[config.mk]
export PLATFORM = sky130hd
export DESIGN_NAME = sreg_shifter
export DESIGN_NICKNAME = d
export VERILOG_FILES = /design/src/rtl/shifter_pkg.sv /design/src/rtl/shift_datapath.sv /design/src/rtl/shift_ctrl.sv /design/src/rtl/sreg_shifter.sv
export SDC_FILE = /design/constraint.sdc
export NUM_CORES = 1
export LEC_CHECK = 0
export ABC_AREA = 1
export BUFFER_PORTS_ARGS = -buffer_cell sky130_fd_sc_hd__buf_2
export CAP_MARGIN = 10
export CORE_MARGIN = 10
export CORE_UTILIZATION = 49
export DETAILED_ROUTE_END_ITERATION = 7
export GPL_TIMING_DRIVEN = 1
export PLACE_DENSITY_LB_ADDON = 0.25
export SLEW_MARGIN = 10
export SYNTH_ARGS = -nofsm -noshare
export SYNTH_HDL_FRONTEND = slang
export SYNTH_SLANG_ARGS = --single-unit
[constraint.sdc]
create_clock -name clk -period 1.6 [get_ports clk]
set_input_delay 0.08 -clock clk [delete_from_list [all_inputs] [get_ports clk]]
set_output_delay 0.08 -clock clk [all_outputs]
set_load 0.05 [all_outputs]
[src/rtl/shifter_pkg.sv]
package shifter_pkg;

  // Shift kinds; the numeric codes are part of the block's interface.
  typedef enum logic [2:0] {
    OP_LSL = 3'd0,
    OP_LSR = 3'd1,
    OP_ROL = 3'd2,
    OP_ROR = 3'd3,
    OP_ASL = 3'd4,
    OP_ASR = 3'd5,
    OP_SSL = 3'd6,
    OP_SSR = 3'd7
  } shift_op_e;

  // Left-moving kinds send bit W-1 out to the carry.
  function automatic logic moves_left(shift_op_e k);
    return (k == OP_LSL) || (k == OP_ROL) || (k == OP_ASL) || (k == OP_SSL);
  endfunction

endpackage

[src/rtl/shift_datapath.sv]
module shift_datapath
  import shifter_pkg::*;
#(
  parameter int W = 8
) (
  input  logic [W-1:0] cur,
  input  shift_op_e    kind,
  input  logic         ser_lsb,
  input  logic         ser_msb,
  output logic [W-1:0] nxt,
  output logic         exit_bit,
  output logic         sign_flip
);

  logic left;
  logic fill_lsb;
  logic fill_msb;

  assign left = moves_left(kind);

  // Bit entering position 0 on a left move.
  always_comb begin
    unique case (kind)
      OP_ROL:  fill_lsb = cur[W-1];
      OP_SSL:  fill_lsb = ser_lsb;
      default: fill_lsb = 1'b0;
    endcase
  end

  // Bit entering position W-1 on a right move.
  always_comb begin
    unique case (kind)
      OP_ROR:  fill_msb = cur[0];
      OP_ASR:  fill_msb = cur[W-1];
      OP_SSR:  fill_msb = ser_msb;
      default: fill_msb = 1'b0;
    endcase
  end

  assign nxt       = left ? {cur[W-2:0], fill_lsb} : {fill_msb, cur[W-1:1]};
  assign exit_bit  = left ? cur[W-1] : cur[0];
  assign sign_flip = (kind == OP_ASL) && (cur[W-1] != cur[W-2]);

endmodule

[src/rtl/shift_ctrl.sv]
module shift_ctrl (
  input  logic rst_n,
  input  logic load,
  input  logic shift_en,
  output logic load_fire,
  output logic shift_fire
);

  // Load wins over shift; nothing fires while reset is held.
  assign load_fire  = rst_n && load;
  assign shift_fire = rst_n && !load && shift_en;

endmodule

[src/rtl/sreg_shifter.sv]
module sreg_shifter
  import shifter_pkg::*;
#(
  parameter int W = 8
) (
  input  logic         clk,
  input  logic         rst_n,
  input  logic         load,
  input  logic [W-1:0] load_data,
  input  logic [2:0]   op,
  input  logic         shift_en,
  input  logic         ser_lsb_in,
  input  logic         ser_msb_in,
  output logic [W-1:0] q,
  output logic         carry_out,
  output logic         ovf
);

  if (W < 2) begin : g_bad_width
    initial $error("sreg_shifter needs W >= 2");
  end

  shift_op_e    kind;
  logic [W-1:0] shifted;
  logic         exit_bit;
  logic         sign_flip;
  logic         load_fire;
  logic         shift_fire;

  assign kind = shift_op_e'(op);

  shift_ctrl u_ctrl (
    .rst_n      (rst_n),
    .load       (load),
    .shift_en   (shift_en),
    .load_fire  (load_fire),
    .shift_fire (shift_fire)
  );

  shift_datapath #(.W(W)) u_dp (
    .cur       (q),
    .kind      (kind),
    .ser_lsb   (ser_lsb_in),
    .ser_msb   (ser_msb_in),
    .nxt       (shifted),
    .exit_bit  (exit_bit),
    .sign_flip (sign_flip)
  );

  always_ff @(posedge clk) begin
    if (!rst_n) begin
      q         <= '0;
      carry_out <= 1'b0;
      ovf       <= 1'b0;
    end else if (load_fire) begin
      q   <= load_data;
      ovf <= 1'b0;
    end else if (shift_fire) begin
      q         <= shifted;
      carry_out <= exit_bit;
      ovf       <= sign_flip;
    end
  end

endmodule

==> After elaboration in Yosys (flattened, before gate mapping) <==
Cells that the tools add are included.
{ "totals": {"reg_bits": 10, "in_bits": 17, "output_inout_bits": 10, "wordCells": 33} }
{ "op_classes": {"eq_ne": 8, "muxes": 6, "n_bitwise": 2, "n_reduce_logical": 13} }
{ "ops": {"columns": ["cell", "count"], "rows": [
  ["$mux W8", 3],
  ["$eq A3 B3 Y1 const B", 4],
  ["$eq A3 B2 Y1 const B", 2],
  ["$logic_and A1 B1 Y1", 4],
  ["$reduce_and A2 Y1", 2],
  ["$logic_not A3 Y1", 1],
  ["$logic_or A1 B1 Y1", 3],
  ["$ne A3 B2 Y1 const B", 1],
  ["$pmux W1 S3", 1],
  ["$not A1 Y1", 2],
  ["$pmux W1 S2", 1],
  ["$reduce_bool A2 Y1", 1],
  ["$reduce_or A2 Y1", 1],
  ["$logic_not A1 Y1", 1],
  ["$mux W1", 1],
  ["$ne A1 B1 Y1", 1]
]} }

==> Longest topological paths before layout <==
{ "depth": {"depth_word": 7, "mapped_depth": 8, "depth_no_buf": 8} }

==> Hierarchy <==
From an unflattened synthesis, not the netlist that was laid out.
{ "unflattened": {"cells_unflattened": 119, "hier_area_um2": 696.9} }
{ "by_module_without_submodules": {"columns": ["mod", "n_inst", "cells_per_inst", "area_each_um2", "seq_area_each_um2"], "rows": [
  ["sreg_shifter", 1, 73, 491.7, 200.2],
  ["shift_datapath", 1, 42, 187.7, 0.0],
  ["shift_ctrl", 1, 4, 17.5, 0.0]
]} }

==> Worst setup path after synthesis <==
Ideal clock, no wire load.
{ "synth_path": {"kind": "register to register", "from": "reg q[6]", "to": "reg q[7]", "arrival_time_ns": 1.122, "setup_slack_ns": 0.408, "path_stages_with_launch": 7, "path_cell_list": "dfxtp_1 inv_1 nor2_1 nor2_1 nand2_1 nand3_1 a21oi_1"} }
{ "synth_between": {"elab_chain_cells": 3} }
{ "synth_rtl": {"columns": ["element", "line", "source"], "rows": [
  ["start: declaration", "sreg_shifter.sv:14", "output logic [W-1:0] q,"],
  ["start signal: assignment", "sreg_shifter.sv:56", "q <= load_data;"],
  ["start signal: assignment", "sreg_shifter.sv:59", "q <= shifted;"],
  ["$mux W8", "shift_datapath.sv:40", "assign nxt = left ? {cur[W-2:0], fill_lsb} : {fill_msb, cur[W-1:1]};"],
  ["$mux W8", "sreg_shifter.sv:58", "end else if (shift_fire) begin"],
  ["$mux W8", "sreg_shifter.sv:55", "end else if (load_fire) begin"]
]} }
No other way between the ends. The select of a mux whose other input is x is not followed.
A chain may end at the register's enable or synchronous reset.

==> Final worst setup path <==
{ "layout_path": {"from": "reg q[7]", "to": "out q[7]"} }
No word-level cell between the ends.

==> impl_metrics.yaml <==
synth:
  synth_nets: 118
  syn_avg_cell_area_um2: 6.628
  ys_ff_latch: 10
  synth.distinct_cells: 21
  synth_warnings: 0
  synthCells: 101
  ys_seq_area_frac: 0.2991
  synth.cell_area_um2: 669.4
global_route:
  grt_max_degree: 20
  grt.total_usage: 0.1023
  grt_pass1_wl_mm: 2.766
  overflow: 0
  grt_pass1_vias: 660
  antenna_found_initial: 0
routing:
  routed_wl_mm: 1.615
  drtIter0Drc: 13
  vias: 722
  wire_per_inst_um: 11.45
  vias_per_cell: 5.121
  first_pass_iters: 4
  drc_errors: 0
  final_antenna_net_count: 0
clock_network:
  post_cts_buffers: 0
  insertion_delay_ps: 260
  cts_inserted_buffers: 3
  tritoncts: "done"
  htree_levels: 1
  cts-root-buf: "clkbuf_4"
  cts_resized: 0
  clock_path_buffers: 2
  cts.clk_slew.worst_paths_ps: 60
  cts_hold_buf: 0
  clock_sinks: 10
power:
  p_sw_frac: 0.3618
  internal_power_uw: 410.5
  p_switching_uw: 232.7
  ir_worst_vdd_v: 0.0003835
  clockPowerShare: 0.266
  p_comb_frac: 0.300
  power_frac_seq: 0.435
  leakage_uw: 0.0003991
  pwr_density_cell_mw_per_mm2: 801.9
setup_path:
  cp_top_family: "flip-flops"
  startpoint_type: "register"
  cpMaxStageDelayCell: "dfxtp_1"
  cp_max_fo: 5
  crit_type: "reg2out"
  end_kind: "output pin"
  cp_cell_sequence: "buf_2"
  path_buf_inv: 1
  arrival_ps: 940
  required_ps: 1520
  cp_slowest_stage_delay_ps: 390
floorplan:
  die_y_um: 56.96
  start_util: 0.5144
  dieArea_mm2: 0.003244
  die_x_um: 56.96
  num_rows: 13
  num_io_pins: 27
  core_mm2: 0.001301
timing:
  rsz0062_at_grt: "false"
  post-route-min-period_ps: 1020
  worst_pin_slew_ps: 301.3
  relSlewSlack: 0.7991
  hold_viol: 0
  setup_violations: 0
  setup_ws_ps: 580.4
  finalCritPeriodShare: 0.6373
  slew_viol_final: 0
  setup_tns_ps: 0
  fmax_ghz: 0.9808
  skew_ps: 1.857
placement:
  gp_congestion: 0.7963
  dp_hpwl_mm: 1.295
  io_buffers: 26
  pre_cts_ws_ps: 584.2
finish:
  final_common_cell: "buf_2"
  synthToLayoutAreaGrowth_pct: 19.81
  diodes: 0
  nets: 145
  final_cell_mix: "26 x buf_2, 25 x nand2_1, 15 x inv_1, 12 x o21ai_0, 10 x dfxtp_1"
  drive_above_1_share: 0.3016
flow_run:
  cap_violations: 0
worst_hold_path:
  min_path_type: "in2reg"
status:
  status: "complete, no violations"
## registers in the layout, indices dropped and copies added, names as in the netlist
| register | cells |
|---|---|
| q | 8 |
| carry_out | 1 |
| ovf | 1 |
## worst paths after layout
| check | start | endpoint | slack (ps) | cells past startpoint |
|---|---|---|---|---|
| setup / recovery | q[7] | q[7] | 580 | 1 |
| hold / removal | load_data[3] | q[3] | 80 | 3 |
| setup reg to reg | q[6] | q[7] | 660 | 6 |
| hold reg to reg | carry_out | carry_out | 440 | 2 |
## synthesized netlist by cell type
| cell | n | share of area |
|---|---|---|
| nor2_1 | 7 | 0.039 |
| a21oi_1 | 3 | 0.022 |
| o211ai_1 | 4 | 0.045 |
| nand3_4 | 1 | 0.026 |
| a21oi_2 | 1 | 0.013 |
| nor3_2 | 1 | 0.015 |
| o21ai_1 | 1 | 0.0075 |
| dfxtp_1 | 10 | 0.30 |
| nand2_1 | 25 | 0.14 |
| inv_2 | 1 | 0.0056 |
| buf_2 | 1 | 0.0075 |
| nand3_1 | 4 | 0.030 |
| nor3_1 | 1 | 0.0075 |
| a31oi_1 | 6 | 0.056 |
| buf_6 | 3 | 0.050 |
| nand2_4 | 1 | 0.017 |
| o21ai_2 | 1 | 0.013 |
| o21ai_0 | 12 | 0.090 |
| inv_1 | 15 | 0.084 |
| or2_2 | 2 | 0.019 |
| clkinv_4 | 1 | 0.013 |
## per-stage QoR
| step | area (um2) | util | power [uW] | std cells | hold slack [ps] |
|---|---|---|---|---|---|
| after CTS | 802.0 | 0.6163 | 650.8 | 141 | 69.33 |
| after floorplan | 669.4 | - | 430.9 | 101 | 241.1 |
| after global placement | 779.5 | 0.5990 | 476.2 | 138 | 351.9 |
| final | 802.0 | 0.6163 | 643.1 | 141 | 77.56 |
| after detailed placement | 779.5 | 0.5990 | 478.3 | 138 | 352.5 |
| after global routing | 802.0 | 0.6163 | 683.0 | 141 | 80.04 |
## power groups by stage
stage / logic (uW) / registers [uW] / clock network, uW
floorplan: 89.7 / 341 / 0
global placement: 191 / 285 / 0
detailed placement: 193 / 285 / 0
CTS: 194 / 280 / 177
global route: 213 / 282 / 187
finish: 193 / 280 / 171
## metal layers
| layer | global-route usage | vias up | wire, um |
|---|---|---|---|
| met2 | 0.1581 | 24 | 677 |
| met4 | 0.05034 | 0 | 11 |
| li1 | - | 386 | - |
| met1 | 0.1138 | 310 | 800 |
| met5 | 0 | - | 0 |
| met3 | 0.05088 | 2 | 125 |
## kinds of logic after synthesis
logic type | Yosys count | synth area share
AOI/OAI and AO/OA | 28 | 0.2467
and+or+nand+nor | 42 | 0.2935
DFF | 10 | 0.2991
buffers and inverters | 21 | 0.1607
## worst reg2reg max path, delay by kind of cell, from the launching register on
| kind | cells | cell delay (ps) |
|---|---|---|
| and+or+nand+nor | 4 | 290 |
| buffers and inverters | 1 | 90 |
| AOI/OAI and AO/OA | 1 | 120 |
| DFF | 1 | 370 |
## cell type report
cell class | count | area, um2
clock buffers | 3 | 22.52
well taps | 15 | 18.77
flip-flops and latches | 10 | 200.2
fillers | 146 | 499.2
multi-input cells | 70 | 361.6
inverters | 17 | 68.82
repair buffers | 26 | 130.1
Power figures use the tool's default switching activity.
